### config.mk
export PLATFORM = sky130hd
export DESIGN_NAME = uart_enh_regfile
export DESIGN_NICKNAME = d
export VERILOG_FILES = /design/src/rtl/uart_enh_pkg.sv /design/src/rtl/uart_enh_decode.sv /design/src/rtl/uart_enh_lockreg.sv /design/src/rtl/uart_enh_flowregs.sv /design/src/rtl/uart_enh_regfile.sv
export SDC_FILE = /design/constraint.sdc
export NUM_CORES = 1
export LEC_CHECK = 0
export ABC_AREA = 1
export CAP_MARGIN = 25
export CORE_MARGIN = 2
export CORE_UTILIZATION = 25
export DETAILED_ROUTE_END_ITERATION = 8
export REMOVE_ABC_BUFFERS = 1
export SLEW_MARGIN = 20
export SYNTH_ARGS = -nofsm -noshare
export SYNTH_HDL_FRONTEND = slang
export SYNTH_SLANG_ARGS = --single-unit
### constraint.sdc
create_clock -name clk -period 3.41 [get_ports clk]
set_clock_uncertainty 0.1 [all_clocks]
set_input_delay 0.682 -clock clk [delete_from_list [all_inputs] [get_ports clk]]
set_output_delay 0.682 -clock clk [all_outputs]
set_load 0.01 [all_outputs]
### src/rtl/uart_enh_pkg.sv
package uart_enh_pkg;
  localparam int ADDR_W = 3;
  localparam int NFLOW  = 4;

  localparam logic [ADDR_W-1:0] A_IER    = 3'd1;
  localparam logic [ADDR_W-1:0] A_STATUS = 3'd2; // FCR write / ISR read, or feature reg
  localparam logic [ADDR_W-1:0] A_LINE   = 3'd3;
  localparam logic [ADDR_W-1:0] A_MODEM  = 3'd4;

  typedef struct packed {
    logic             enh;
    logic             wr_line;
    logic             wr_feat;
    logic             wr_ier;
    logic             wr_fcr;
    logic             wr_mcr;
    logic [NFLOW-1:0] wr_flow;
  } acc_dec_t;
endpackage

### src/rtl/uart_enh_decode.sv
module uart_enh_decode
  import uart_enh_pkg::*;
#(
  parameter int DW = 8,
  parameter logic [DW-1:0] KEY = 8'hBF
) (
  input  logic [ADDR_W-1:0] addr,
  input  logic              wr,
  input  logic [DW-1:0]     line_q,
  output acc_dec_t          dec
);
  logic enh;
  assign enh = (line_q == KEY);

  always_comb begin
    dec.enh     = enh;
    dec.wr_line = wr && (addr == A_LINE);
    dec.wr_feat = wr && enh && (addr == A_STATUS);
    dec.wr_ier  = wr && !enh && (addr == A_IER);
    dec.wr_fcr  = wr && !enh && (addr == A_STATUS);
    dec.wr_mcr  = wr && !enh && (addr == A_MODEM);
  end

  for (genvar i = 0; i < NFLOW; i++) begin : g_flow_dec
    assign dec.wr_flow[i] = wr && enh && (addr == ADDR_W'(NFLOW + i));
  end
endmodule

### src/rtl/uart_enh_lockreg.sv
module uart_enh_lockreg #(
  parameter int DW = 8,
  parameter logic [DW-1:0] XMASK = '0
) (
  input  logic          clk,
  input  logic          rst_n,
  input  logic          we,
  input  logic          unlock,
  input  logic [DW-1:0] d,
  output logic [DW-1:0] q
);
  logic [DW-1:0] keep;
  assign keep = unlock ? '0 : XMASK;

  always_ff @(posedge clk or negedge rst_n) begin
    if (!rst_n) q <= '0;
    else if (we) q <= (d & ~keep) | (q & keep);
  end

  // gated bits hold while locked (R7, R8, R9 per instance)
  assert_locked_bits_hold_R7: assert property (@(posedge clk) disable iff (!rst_n)
    (we && !unlock) |=> ((q & XMASK) == ($past(q) & XMASK)));
endmodule

### src/rtl/uart_enh_flowregs.sv
module uart_enh_flowregs
  import uart_enh_pkg::*;
#(
  parameter int DW = 8
) (
  input  logic                      clk,
  input  logic                      rst_n,
  input  logic [NFLOW-1:0]          we,
  input  logic [DW-1:0]             d,
  output logic [NFLOW-1:0][DW-1:0]  q
);
  for (genvar i = 0; i < NFLOW; i++) begin : g_chr
    always_ff @(posedge clk or negedge rst_n) begin
      if (!rst_n) q[i] <= '0;
      else if (we[i]) q[i] <= d;
    end
  end

  assert_one_flow_strobe_R3: assert property (@(posedge clk) disable iff (!rst_n)
    $onehot0(we));
endmodule

### src/rtl/uart_enh_regfile.sv
module uart_enh_regfile
  import uart_enh_pkg::*;
#(
  parameter int DW = 8,
  parameter logic [DW-1:0] KEY       = 8'hBF,
  parameter logic [DW-1:0] IER_XMASK = 8'hF0,
  parameter logic [DW-1:0] FCR_XMASK = 8'h30,
  parameter logic [DW-1:0] MCR_XMASK = 8'hE0,
  parameter logic [DW-1:0] ISR_XMASK = 8'h30
) (
  input  logic              clk,
  input  logic              rst_n,
  input  logic [ADDR_W-1:0] reg_addr,
  input  logic [DW-1:0]     reg_wdata,
  input  logic              reg_wr,
  input  logic              reg_rd,
  output logic [DW-1:0]     reg_rdata,
  input  logic [DW-1:0]     isr_in,
  output logic [DW-1:0]     lcr_o,
  output logic [DW-1:0]     ier_o,
  output logic [DW-1:0]     fcr_o,
  output logic [DW-1:0]     mcr_o,
  output logic [DW-1:0]     xon1_o,
  output logic [DW-1:0]     xon2_o,
  output logic [DW-1:0]     xoff1_o,
  output logic [DW-1:0]     xoff2_o,
  output logic              auto_cts_en,
  output logic              auto_rts_en,
  output logic              spec_char_en,
  output logic              ext_unlock,
  output logic [3:0]        sw_flow_mode
);
  acc_dec_t                  dec;
  logic [DW-1:0]             line_q, feat_q, ier_q, fcr_q, mcr_q;
  logic [NFLOW-1:0][DW-1:0]  flow_q;
  logic                      unlock;
  logic [DW-1:0]             rd_mux;

  assign unlock = feat_q[4];

  uart_enh_decode #(.DW(DW), .KEY(KEY)) u_dec (
    .addr(reg_addr), .wr(reg_wr), .line_q(line_q), .dec(dec));

  always_ff @(posedge clk or negedge rst_n) begin
    if (!rst_n) begin
      line_q <= '0;
      feat_q <= '0;
    end else begin
      if (dec.wr_line) line_q <= reg_wdata;
      if (dec.wr_feat) feat_q <= reg_wdata;
    end
  end

  uart_enh_lockreg #(.DW(DW), .XMASK(IER_XMASK)) u_ier (
    .clk(clk), .rst_n(rst_n), .we(dec.wr_ier), .unlock(unlock), .d(reg_wdata), .q(ier_q));
  uart_enh_lockreg #(.DW(DW), .XMASK(FCR_XMASK)) u_fcr (
    .clk(clk), .rst_n(rst_n), .we(dec.wr_fcr), .unlock(unlock), .d(reg_wdata), .q(fcr_q));
  uart_enh_lockreg #(.DW(DW), .XMASK(MCR_XMASK)) u_mcr (
    .clk(clk), .rst_n(rst_n), .we(dec.wr_mcr), .unlock(unlock), .d(reg_wdata), .q(mcr_q));

  uart_enh_flowregs #(.DW(DW)) u_flow (
    .clk(clk), .rst_n(rst_n), .we(dec.wr_flow), .d(reg_wdata), .q(flow_q));

  always_comb begin
    rd_mux = '0;
    if (reg_addr == A_LINE) rd_mux = line_q;
    else if (dec.enh) begin
      if (reg_addr == A_STATUS) rd_mux = feat_q;
      else if (reg_addr[ADDR_W-1]) rd_mux = flow_q[reg_addr[ADDR_W-2:0]];
    end else begin
      case (reg_addr)
        A_IER:    rd_mux = ier_q;
        A_STATUS: rd_mux = unlock ? isr_in : (isr_in & ~ISR_XMASK);
        A_MODEM:  rd_mux = mcr_q;
        default:  rd_mux = '0;
      endcase
    end
  end

  always_ff @(posedge clk or negedge rst_n) begin
    if (!rst_n) reg_rdata <= '0;
    else if (reg_rd) reg_rdata <= rd_mux;
  end

  assign lcr_o        = line_q;
  assign ier_o        = ier_q;
  assign fcr_o        = fcr_q;
  assign mcr_o        = mcr_q;
  assign xon1_o       = flow_q[0];
  assign xon2_o       = flow_q[1];
  assign xoff1_o      = flow_q[2];
  assign xoff2_o      = flow_q[3];
  assign auto_cts_en  = feat_q[7];
  assign auto_rts_en  = feat_q[6];
  assign spec_char_en = feat_q[5];
  assign ext_unlock   = feat_q[4];
  assign sw_flow_mode = feat_q[3:0];

  assert_normal_write_spares_flow_R5: assert property (@(posedge clk) disable iff (!rst_n)
    (reg_wr && (lcr_o != KEY)) |=> $stable(flow_q));
  assert_feature_write_R3: assert property (@(posedge clk) disable iff (!rst_n)
    (reg_wr && (lcr_o == KEY) && (reg_addr == A_STATUS)) |=> (feat_q == $past(reg_wdata)));
  assert_line_reachable_R4: assert property (@(posedge clk) disable iff (!rst_n)
    (reg_wr && (reg_addr == A_LINE)) |=> (lcr_o == $past(reg_wdata)));
  assert_status_masked_R10: assert property (@(posedge clk) disable iff (!rst_n)
    (reg_rd && (lcr_o != KEY) && (reg_addr == A_STATUS) && !ext_unlock)
      |=> ((reg_rdata & ISR_XMASK) == '0));
  assert_rdata_holds_R3: assert property (@(posedge clk) disable iff (!rst_n)
    !reg_rd |=> $stable(reg_rdata));
endmodule

==> flow_metrics.tcl <==
set metrics [dict create \
    slowest_delay_ns 0.48 \
    synth_xor_area_frac 0 \
    synth_ff_type "dfrtp_1" \
    wl_per_cell_um 15.2 \
    synth-simple-area-share 0.340 \
    dp_hpwl_um 9140 \
    top_usage_layer "met2" \
    p_leak_nw 2.68 \
    drv_slew 0 \
    grt_use_total 0.152 \
    async_flop_share 1.00 \
    antenna_found_initial 0 \
    fp-row-count 46 \
    synth_seq_cells 80 \
    status "complete, no violations" \
    finalWirelength_um 12700 \
    swShare 0.252 \
    cts_buffer_depth 2 \
    path_clk_slew_ns 0.06 \
    worst_path_max_delay_cell "clkdlybuf4s50_1" \
    synthTopCellsByCount "259 x nand2_1, 80 x dfrtp_1, 34 x o21ai_0" \
    crit_cells 8 \
    route.antenna.remaining_nets 0 \
    max_slew_margin 0.501 \
    synth_cell_type_count 25 \
    ys_seq_area_frac 0.499 \
    first_iter_violations 231 \
    root_buffer "clkbuf_16" \
    area_growth_pct 37.5 \
    vdd_drop_max_mv 0.181 \
    final_hold_viol_count 0 \
    grt_pass1_wl_um 19400 \
    die_x_um 131 \
    syn_area_mm2 0.00401 \
    synth-adder-area-share 0 \
    final_nets 635 \
    tns_ns 0 \
    crit_type "input pin to flip-flop" \
    grtUsageMet1 0.204 \
    met2_usage 0.245 \
    r2r_cells 9 \
    cts_resized 0 \
    power.share.sequential 0.425 \
    num_antenna_cells 0 \
    crit_buf_inv 2 \
    critPathTopFamily "simple AND/OR/NAND/NOR gates" \
    vias 3602 \
    hold_class "input pin to async pin" \
    cts_max_level 3 \
    core_mm2 0.0158 \
    io_buffers 102 \
    setup_slack_ns 1.12 \
    dieArea_mm2 0.0171 \
    worst_slew_pin_slew_ns 0.747 \
    cpMostUsedCell "nand2_1" \
    synth_top_family_by_area "simple AND/OR/NAND/NOR gates" \
    synthMuxAreaShare 0 \
    syn_inst 514 \
    power_density_mw_per_mm2 465 \
    drive_gt1_frac 0.0762 \
    grt_max_degree 81 \
    crit_path_end_kind "flip-flop" \
    cts_tree "yes" \
    synth_area_leaders "dfrtp_1 50%, nand2_1 24%, o21ai_0 4.2%, nand3_1 3.0%, inv_1 2.2%" \
    fin_crit_sh 0.673 \
    maxCapViolations 0 \
    synth_compound_area_frac 0.0954 \
    cts_hold_buf 0 \
    power_frac_comb 0.155 \
    crit_path_cell_trace "clkdlybuf4s50_1, inv_1, nor2_4, nand2_1, nor2_1, nand2_1, nand2_1, o21ai_0" \
    utilization 0.350 \
    yosysTopAreaCell "dfrtp_1" \
    switching_power_uw 646 \
    setup_violations 0 \
    synthMostInstantiatedCell "nand2_1" \
    critPathRequiredTime_ns 3.52 \
    max_freq_mhz 436 \
    cp_max_fo 21 \
    rsz0062_at_grt "no" \
    ios 103 \
    viasPerCell 4.32 \
    dp_slack_ns 0.786 \
    grt-ovfl-total 0 \
    yosysTopAreaCellShare 0.499 \
    arrival_ns 2.41 \
    min_period_ns 2.29 \
    start_util 0.254 \
    grt_util_met3 0.0228 \
    grt_pass1_vias 3526 \
    insertion_delay_ns 0.34 \
    syn_avg_cell_area_um2 7.80 \
    gp_congestion 0.877 \
    postCtsSetupBuffers 0 \
    cts_made_buffers 9 \
    first_pass_iters 4 \
    clock_sinks 80 \
    start_kind "input pin" \
    yosys_warnings 0 \
    fill_cells 1664 \
    die_h_um 131 \
    regArea_mm2 0.00200 \
    total_power_mw 2.56 \
    synth-edff-count 0 \
    internal-power_mw 1.92 \
    multi_input_area_mm2 0.00175 \
    drcViolationCount 0 \
    pwr-share-clk 0.420 \
]
-- layout make-up --
| class | instances | share of cell area |
|---|---|---|
| tap | 216 | 0.0490 |
| clock inverter | 2 | 0.0109 |
| clock buffer | 14 | 0.0497 |
| multi-input combinational | 386 | 0.316 |
| sequential | 80 | 0.363 |
| inverter | 29 | 0.0202 |
| timing repair buffer | 106 | 0.191 |
-- layout by cell type (no fill, tap or decap), types with 9 or more instances in the layout --
cell type        count
clkdlybuf4s50_1    101
o21ai_1             16
inv_1               24
a21oi_1             16
clkbuf_16            9
dfrtp_1             80
nand3_1             24
nand2_1            259
o21ai_0             34
-- cells by family after synthesis --
kind of cell / Yosys count
simple gates: 314
flops: 80
compound gates: 72
buf+inv: 48
-- power by group through the flow --
stage | logic [mW] | clock network (mW) | registers [mW]
after floorplan | 0.118 | 0 | 1.12
after global placement | 0.398 | 0 | 1.11
after detailed placement | 0.401 | 0 | 1.11
after CTS | 0.403 | 1.10 | 1.09
after global routing | 0.443 | 1.12 | 1.10
final | 0.397 | 1.08 | 1.09
-- per-layer routing --
layer	up-vias	wire, µm
met5	-	0
met4	0	201
li1	1841	-
met2	93	6040
met1	1658	5740
met3	10	679
-- metrics by stage --
stage,instance area [µm²],hold slack (ns),instances
floorplan,3860,0.286,495
global placement,5180,0.364,817
detailed placement,5180,0.367,817
CTS,5510,0.383,833
global route,5520,0.355,833
finish,5520,0.284,833
-- path summary, 6_finish.rpt --
path	from	to	slack, ns
min in group clk	flip-flop	flip-flop	0.38
max in group asynchronous	rst_n	feat_q[5]	2.44
setup reg to reg	lcr_o[1]	u_flow.q[9]	1.24
hold / removal	rst_n	u_flow.q[19]	0.28
setup / recovery	reg_addr[0]	flip-flop	1.12
hold reg to reg	flip-flop	flip-flop	0.38
No activity file was read; power rests on OpenSTA's default activity.
